--- src/rtl/pid_pkg.sv ---
package pid_pkg;
    localparam int unsigned ADDR_W = 12;
    localparam int unsigned DATA_W = 32;

    localparam logic [ADDR_W-1:0] OFS_STAT   = 12'h040;
    localparam logic [ADDR_W-1:0] OFS_EN     = 12'h050;
    localparam logic [ADDR_W-1:0] OFS_TRIG   = 12'h060;
    localparam logic [ADDR_W-1:0] OFS_CLR    = 12'h070;
    localparam logic [ADDR_W-1:0] OFS_MASKED = 12'h800;

    typedef struct packed {
        logic en_full;
        logic en_sel;
        logic trig_full;
        logic trig_sel;
        logic stat_sel;
        logic clr;
    } wr_strobe_t;
endpackage

--- src/rtl/pid_pin_detect.sv ---
module pid_pin_detect (
    input  logic cur_i,
    input  logic prev_i,
    input  logic pol_i,
    input  logic edge_i,
    input  logic both_i,
    output logic hit_o
);
    logic rise;
    logic fall;

    always_comb begin
        rise = cur_i & ~prev_i;
        fall = ~cur_i & prev_i;
        if (!edge_i) begin
            hit_o = pol_i ? cur_i : ~cur_i;
        end else if (both_i) begin
            hit_o = rise | fall;
        end else begin
            hit_o = pol_i ? rise : fall;
        end
    end
endmodule

--- src/rtl/pid_bus_port.sv ---
module pid_bus_port
    import pid_pkg::*;
#(
    parameter int unsigned NPINS = 8
) (
    input  logic                bus_wr,
    input  logic [ADDR_W-1:0]   bus_addr,
    input  logic [NPINS-1:0]    st_i,
    input  logic [NPINS-1:0]    en_i,
    input  logic [3*NPINS-1:0]  trig_i,
    output wr_strobe_t          wr_o,
    output logic [DATA_W-1:0]   rdata_o
);
    localparam int unsigned TRIG_W = 3 * NPINS;

    logic                masked;
    logic [ADDR_W-1:0]   base;
    logic                sel_stat;
    logic                sel_en;
    logic                sel_trig;
    logic                sel_clr;

    always_comb begin
        masked   = (bus_addr & OFS_MASKED) != '0;
        base     = bus_addr & ~OFS_MASKED;
        sel_stat = base == OFS_STAT;
        sel_en   = base == OFS_EN;
        sel_trig = base == OFS_TRIG;
        sel_clr  = (base == OFS_CLR) && !masked;

        wr_o.en_full   = bus_wr && sel_en   && !masked;
        wr_o.en_sel    = bus_wr && sel_en   &&  masked;
        wr_o.trig_full = bus_wr && sel_trig && !masked;
        wr_o.trig_sel  = bus_wr && sel_trig &&  masked;
        wr_o.stat_sel  = bus_wr && sel_stat &&  masked;
        wr_o.clr       = bus_wr && sel_clr;

        rdata_o = '0;
        if (sel_stat) begin
            rdata_o[NPINS-1:0] = st_i;
        end else if (sel_en) begin
            rdata_o[NPINS-1:0] = en_i;
        end else if (sel_trig) begin
            rdata_o[TRIG_W-1:0] = trig_i;
        end
    end
endmodule

--- src/rtl/pid_regfile.sv ---
module pid_regfile
    import pid_pkg::*;
#(
    parameter int unsigned NPINS = 8
) (
    input  logic                clk,
    input  logic                rst_n,
    input  logic [NPINS-1:0]    pin_i,
    input  logic [NPINS-1:0]    hit_i,
    input  logic [DATA_W-1:0]   wdata_i,
    input  wr_strobe_t          wr_i,
    output logic [NPINS-1:0]    st_o,
    output logic [NPINS-1:0]    en_o,
    output logic [NPINS-1:0]    prv_o,
    output logic [3*NPINS-1:0]  trig_o
);
    localparam int unsigned TRIG_W = 3 * NPINS;

    typedef struct packed {
        logic [NPINS-1:0]  st;
        logic [NPINS-1:0]  en;
        logic [NPINS-1:0]  prv;
        logic [TRIG_W-1:0] trig;
    } state_t;

    state_t state_d;
    state_t state_q;

    logic [NPINS-1:0]  val;
    logic [NPINS-1:0]  sel;
    logic [TRIG_W-1:0] tval;
    logic [TRIG_W-1:0] tsel;
    logic [NPINS-1:0]  st_base;

    always_comb begin
        val  = wdata_i[NPINS-1:0];
        sel  = wdata_i[2*NPINS-1:NPINS];
        tval = wdata_i[TRIG_W-1:0];
        tsel = {3{wdata_i[TRIG_W+NPINS-1:TRIG_W]}};

        state_d     = state_q;
        state_d.prv = pin_i;

        if (wr_i.en_full) begin
            state_d.en = val;
        end else if (wr_i.en_sel) begin
            state_d.en = (state_q.en & ~sel) | (val & sel);
        end

        if (wr_i.trig_full) begin
            state_d.trig = tval;
        end else if (wr_i.trig_sel) begin
            state_d.trig = (state_q.trig & ~tsel) | (tval & tsel);
        end

        st_base = state_q.st;
        if (wr_i.stat_sel) begin
            st_base = (st_base & ~sel) | (val & sel);
        end
        if (wr_i.clr) begin
            st_base = st_base & ~val;
        end
        state_d.st = st_base | hit_i;
    end

    always_ff @(posedge clk or negedge rst_n) begin
        if (!rst_n) begin
            state_q <= '0;
        end else begin
            state_q <= state_d;
        end
    end

    assign st_o   = state_q.st;
    assign en_o   = state_q.en;
    assign prv_o  = state_q.prv;
    assign trig_o = state_q.trig;
endmodule

--- src/rtl/pid_top.sv ---
module pid_top
    import pid_pkg::*;
#(
    parameter int unsigned NPINS = 8
) (
    input  logic                clk,
    input  logic                rst_n,
    input  logic [NPINS-1:0]    pin_i,
    input  logic                bus_wr,
    input  logic [ADDR_W-1:0]   bus_addr,
    input  logic [DATA_W-1:0]   bus_wdata,
    output logic [DATA_W-1:0]   bus_rdata,
    output logic                irq_o
);
    localparam int unsigned TRIG_W = 3 * NPINS;

    wr_strobe_t         wr;
    logic               wr_clr;
    logic               wr_stat_sel;
    logic [NPINS-1:0]   st_q;
    logic [NPINS-1:0]   en_q;
    logic [NPINS-1:0]   prv_q;
    logic [TRIG_W-1:0]  trig_q;
    logic [NPINS-1:0]   hit;

    pid_bus_port #(.NPINS(NPINS)) u_bus (
        .bus_wr   (bus_wr),
        .bus_addr (bus_addr),
        .st_i     (st_q),
        .en_i     (en_q),
        .trig_i   (trig_q),
        .wr_o     (wr),
        .rdata_o  (bus_rdata)
    );

    assign wr_clr      = wr.clr;
    assign wr_stat_sel = wr.stat_sel;

    for (genvar p = 0; p < NPINS; p++) begin : g_pin
        pid_pin_detect u_det (
            .cur_i  (pin_i[p]),
            .prev_i (prv_q[p]),
            .pol_i  (trig_q[p]),
            .edge_i (trig_q[NPINS+p]),
            .both_i (trig_q[2*NPINS+p]),
            .hit_o  (hit[p])
        );
    end

    pid_regfile #(.NPINS(NPINS)) u_regs (
        .clk     (clk),
        .rst_n   (rst_n),
        .pin_i   (pin_i),
        .hit_i   (hit),
        .wdata_i (bus_wdata),
        .wr_i    (wr),
        .st_o    (st_q),
        .en_o    (en_q),
        .prv_o   (prv_q),
        .trig_o  (trig_q)
    );

    assign irq_o = |(st_q & en_q);
endmodule

--- config.mk ---
export PLATFORM = sky130hd
export DESIGN_NAME = pid_top
export DESIGN_NICKNAME = d
export VERILOG_FILES = /design/src/rtl/pid_pkg.sv /design/src/rtl/pid_pin_detect.sv /design/src/rtl/pid_bus_port.sv /design/src/rtl/pid_regfile.sv /design/src/rtl/pid_top.sv
export SDC_FILE = /design/constraint.sdc
export NUM_CORES = 1
export LEC_CHECK = 0
export BUFFER_PORTS_ARGS = -buffer_cell sky130_fd_sc_hd__buf_2
export CAP_MARGIN = 20
export CORE_ASPECT_RATIO = 0.75
export CORE_MARGIN = 2
export CORE_UTILIZATION = 57
export DETAILED_ROUTE_END_ITERATION = 12
export PLACE_DENSITY_LB_ADDON = 0.12
export SYNTH_ARGS = -nofsm -noshare
export SYNTH_HDL_FRONTEND = slang
export SYNTH_SLANG_ARGS = --single-unit
--- constraint.sdc ---
create_clock -name clk -period 3.05 [get_ports clk]
set_clock_uncertainty 0.1 [all_clocks]
set_input_delay 0.1525 -clock clk [delete_from_list [all_inputs] [get_ports clk]]
set_output_delay 0.1525 -clock clk [all_outputs]
set_load 0.005 [all_outputs]
==> out/metrics.yaml <==
post_cts_buffers: 0
cp_data_arrival_time_ns: 1.91
hold_slack_ns: 0.0290
path_class: "input port to primary output"
hold_class: "input port to register"
cts_tree: "done"
hp-start: "bus_wdata[2]"
finalSetupTns_ns: 0
crit_start: "bus_addr[2]"
power.density_mw_per_mm2: 321
worst_slew_margin_rel_pct: 52.6
worst_pin_slew_ns: 0.711
fin_cells: 464
diodes: 0
cts_made_buffers: 5
yosys.area_share.adder_pct: 6.44
post_cts_resized: 0
hold_depth: 2
h-tree-depth: 2
postCtsHoldBufs: 17
ys_ff_latch: 48
start_kind: "input port"
clock_latency_ns: 0.30
post-route-min-period_ns: 2.16
status: "complete, no violations"
ios: 88
wl_per_cell_um: 14.8
synthArstFlopShare_pct: 100
synth_top_area_cell: "dfrtp_1"
initial_core_util_pct: 58.7
rows: 23
nets: 460
final_hold_viol_count: 0
r2r_start: "u_regs.prv_o[6]"
drc_errors: 0
overflow: 0
path_clk_slew_ns: 0.09
num_vias: 2456
r2r-end: "u_regs.st_o[6]"
synth_mux_area_share_pct: 23.3
syn_area_mm2: 0.00311
wl_mm: 6.88
maxCapViolCount: 0
vias_per_cell: 5.29
antenna_left: 0
rrSetupSlack_ns: 1.75
die_area_mm2: 0.00607
place.gp.congestion: 0.732
leakagePower_uw: 0.00204
synth_top_area_share_pct: 38.6
ff2ff_path_depth: 6
synth_flop_cell: "dfrtp_1"
core-area_mm2: 0.00530
drv_slew: 0
final_util_pct: 71.9
yosysWarnings: 0
synth_edf_count: 0
grt_pass1_wl_mm: 10.8
grt_use_total_pct: 23.5
dp.cells: 440
final.fill_count: 429
synth.avg_cell_area_um2: 10.7
cp.required_ns: 2.80
drive_gt1_share_pct: 34.4
fin_crit_sh_pct: 70.7
vdd_ir_drop_max_uv: 255
grt_max_degree: 33
first_pass_iters: 4
antenna_found_initial: 0
crit_fanout: 16
dieHeight_um: 68.0
hpwl_mm: 5.02
clk_path_buf_depth: 2
yosysSeqAreaShare_pct: 38.6
setup.worst_path.end: "bus_rdata[15]"
synth_compound_area_share_pct: 10.6
setup_viol: 0
cp-end-kind: "primary output"
synth_top_family_by_area: "multiplexers"
syn2layout_area_growth_pct: 22.4
timing.fmax_mhz: 463
port_buffers: 79
synth.most_common_cell: "dfrtp_1"
synthCells: 292
synth_cell_type_count: 33
synth_xor_area_share_pct: 2.25
cts-root-buf: "clkbuf_8"
die_w_um: 89.3
ys_top_cells_by_area: "dfrtp_1 (39%), mux2i_1 (10%), mux2_2 (7.2%), ha_1 (6.4%), mux2_4 (5.8%)"
cts.sink_count: 48
drtIter0Drc: 66
synth_common_cells: "dfrtp_1 (48), mux2i_1 (32), inv_1 (25), nor2_1 (25), a21oi_1 (24)"
synth_simple_gate_area_share_pct: 12.4
grt_pass1_vias: 2312
grt_setup_unrepaired: "false"
[critical path: stages]
cell and delay (ns):
buf_2 0.11, nor4b_4 0.40, nand3_2 0.27, nor2b_2 0.63
and2_1 0.23, buf_2 0.11
[kinds of logic after synthesis]
family                     Yosys count
other                                1
AOI/OAI and AO/OA                   52
DFF                                 48
xor gates and xnor gates             8
buffers and inverters               40
adders and majority gates           16
muxes                               64
and+or+nand+nor                     63
[stage by stage]
stage / setup WS [ns] / instance area (um2) / total power (uW)
after floorplan: 1.52 / 3140 / 735
after global placement: 0.910 / 3540 / 801
after detailed placement: 0.870 / 3540 / 807
after CTS: 0.861 / 3810 / 1230
after global routing: 0.749 / 3810 / 1280
final: 0.892 / 3810 / 1220
[layout make-up]
type | count | area [um2] | share of cell area, %
repair buffers | 98 | 581 | 15.2
flip-flops and latches | 48 | 1200 | 31.5
clock buffers | 7 | 96.3 | 2.53
inverters | 25 | 93.8 | 2.46
well taps | 75 | 93.8 | 2.46
multi-input cells | 211 | 1740 | 45.7
[where the power goes]
part / leakage [uW] / internal, uW / switching [uW] / total, uW
clock: 0.0000503 / 202 / 208 / 410
sequential: 0.000610 / 644 / 5.92 / 650
combinational: 0.00138 / 76.1 / 85.5 / 162
total: 0.00204 / 922 / 299 / 1220
[cells in the final DEF, fill, tap and decap left out, types with 8 or more instances in the layout]
master | synthesis | layout
conb_1 | 1 | 8
xor2_1 | 8 | 8
ha_1 | 16 | 16
o2bb2ai_1 | 8 | 8
inv_1 | 25 | 25
mux2_4 | 12 | 12
mux2_2 | 20 | 20
dlygate4sd3_1 | 0 | 17
mux2i_1 | 32 | 32
dfrtp_1 | 48 | 48
and2_1 | 16 | 16
o21ai_0 | 8 | 8
nor2_1 | 25 | 25
buf_2 | 1 | 79
nand2b_1 | 8 | 8
a21oi_1 | 24 | 24
o21ai_2 | 8 | 8
[worst min path at each step]
stage / endpoint / slack, ns
finish: register / 0.03
global route: register / 0.02
CTS: register / 0.02
detailed placement: u_regs.prv_o[1] / 0.15
global placement: asynchronous set/reset pin / 0.15
floorplan: asynchronous set/reset pin / -0.24
[per-layer routing]
| metal | vias to the layer above | track usage (%) | share of wire [%] |
|---|---|---|---|
| met5 | - | 0 | 0 |
| met4 | 0 | 5.78 | 0.86 |
| met3 | 7 | 4.70 | 5.5 |
| met2 | 66 | 38.9 | 47 |
| met1 | 1192 | 32.1 | 46 |
| li1 | 1191 | - | - |
Power figures use the tool's default switching activity.
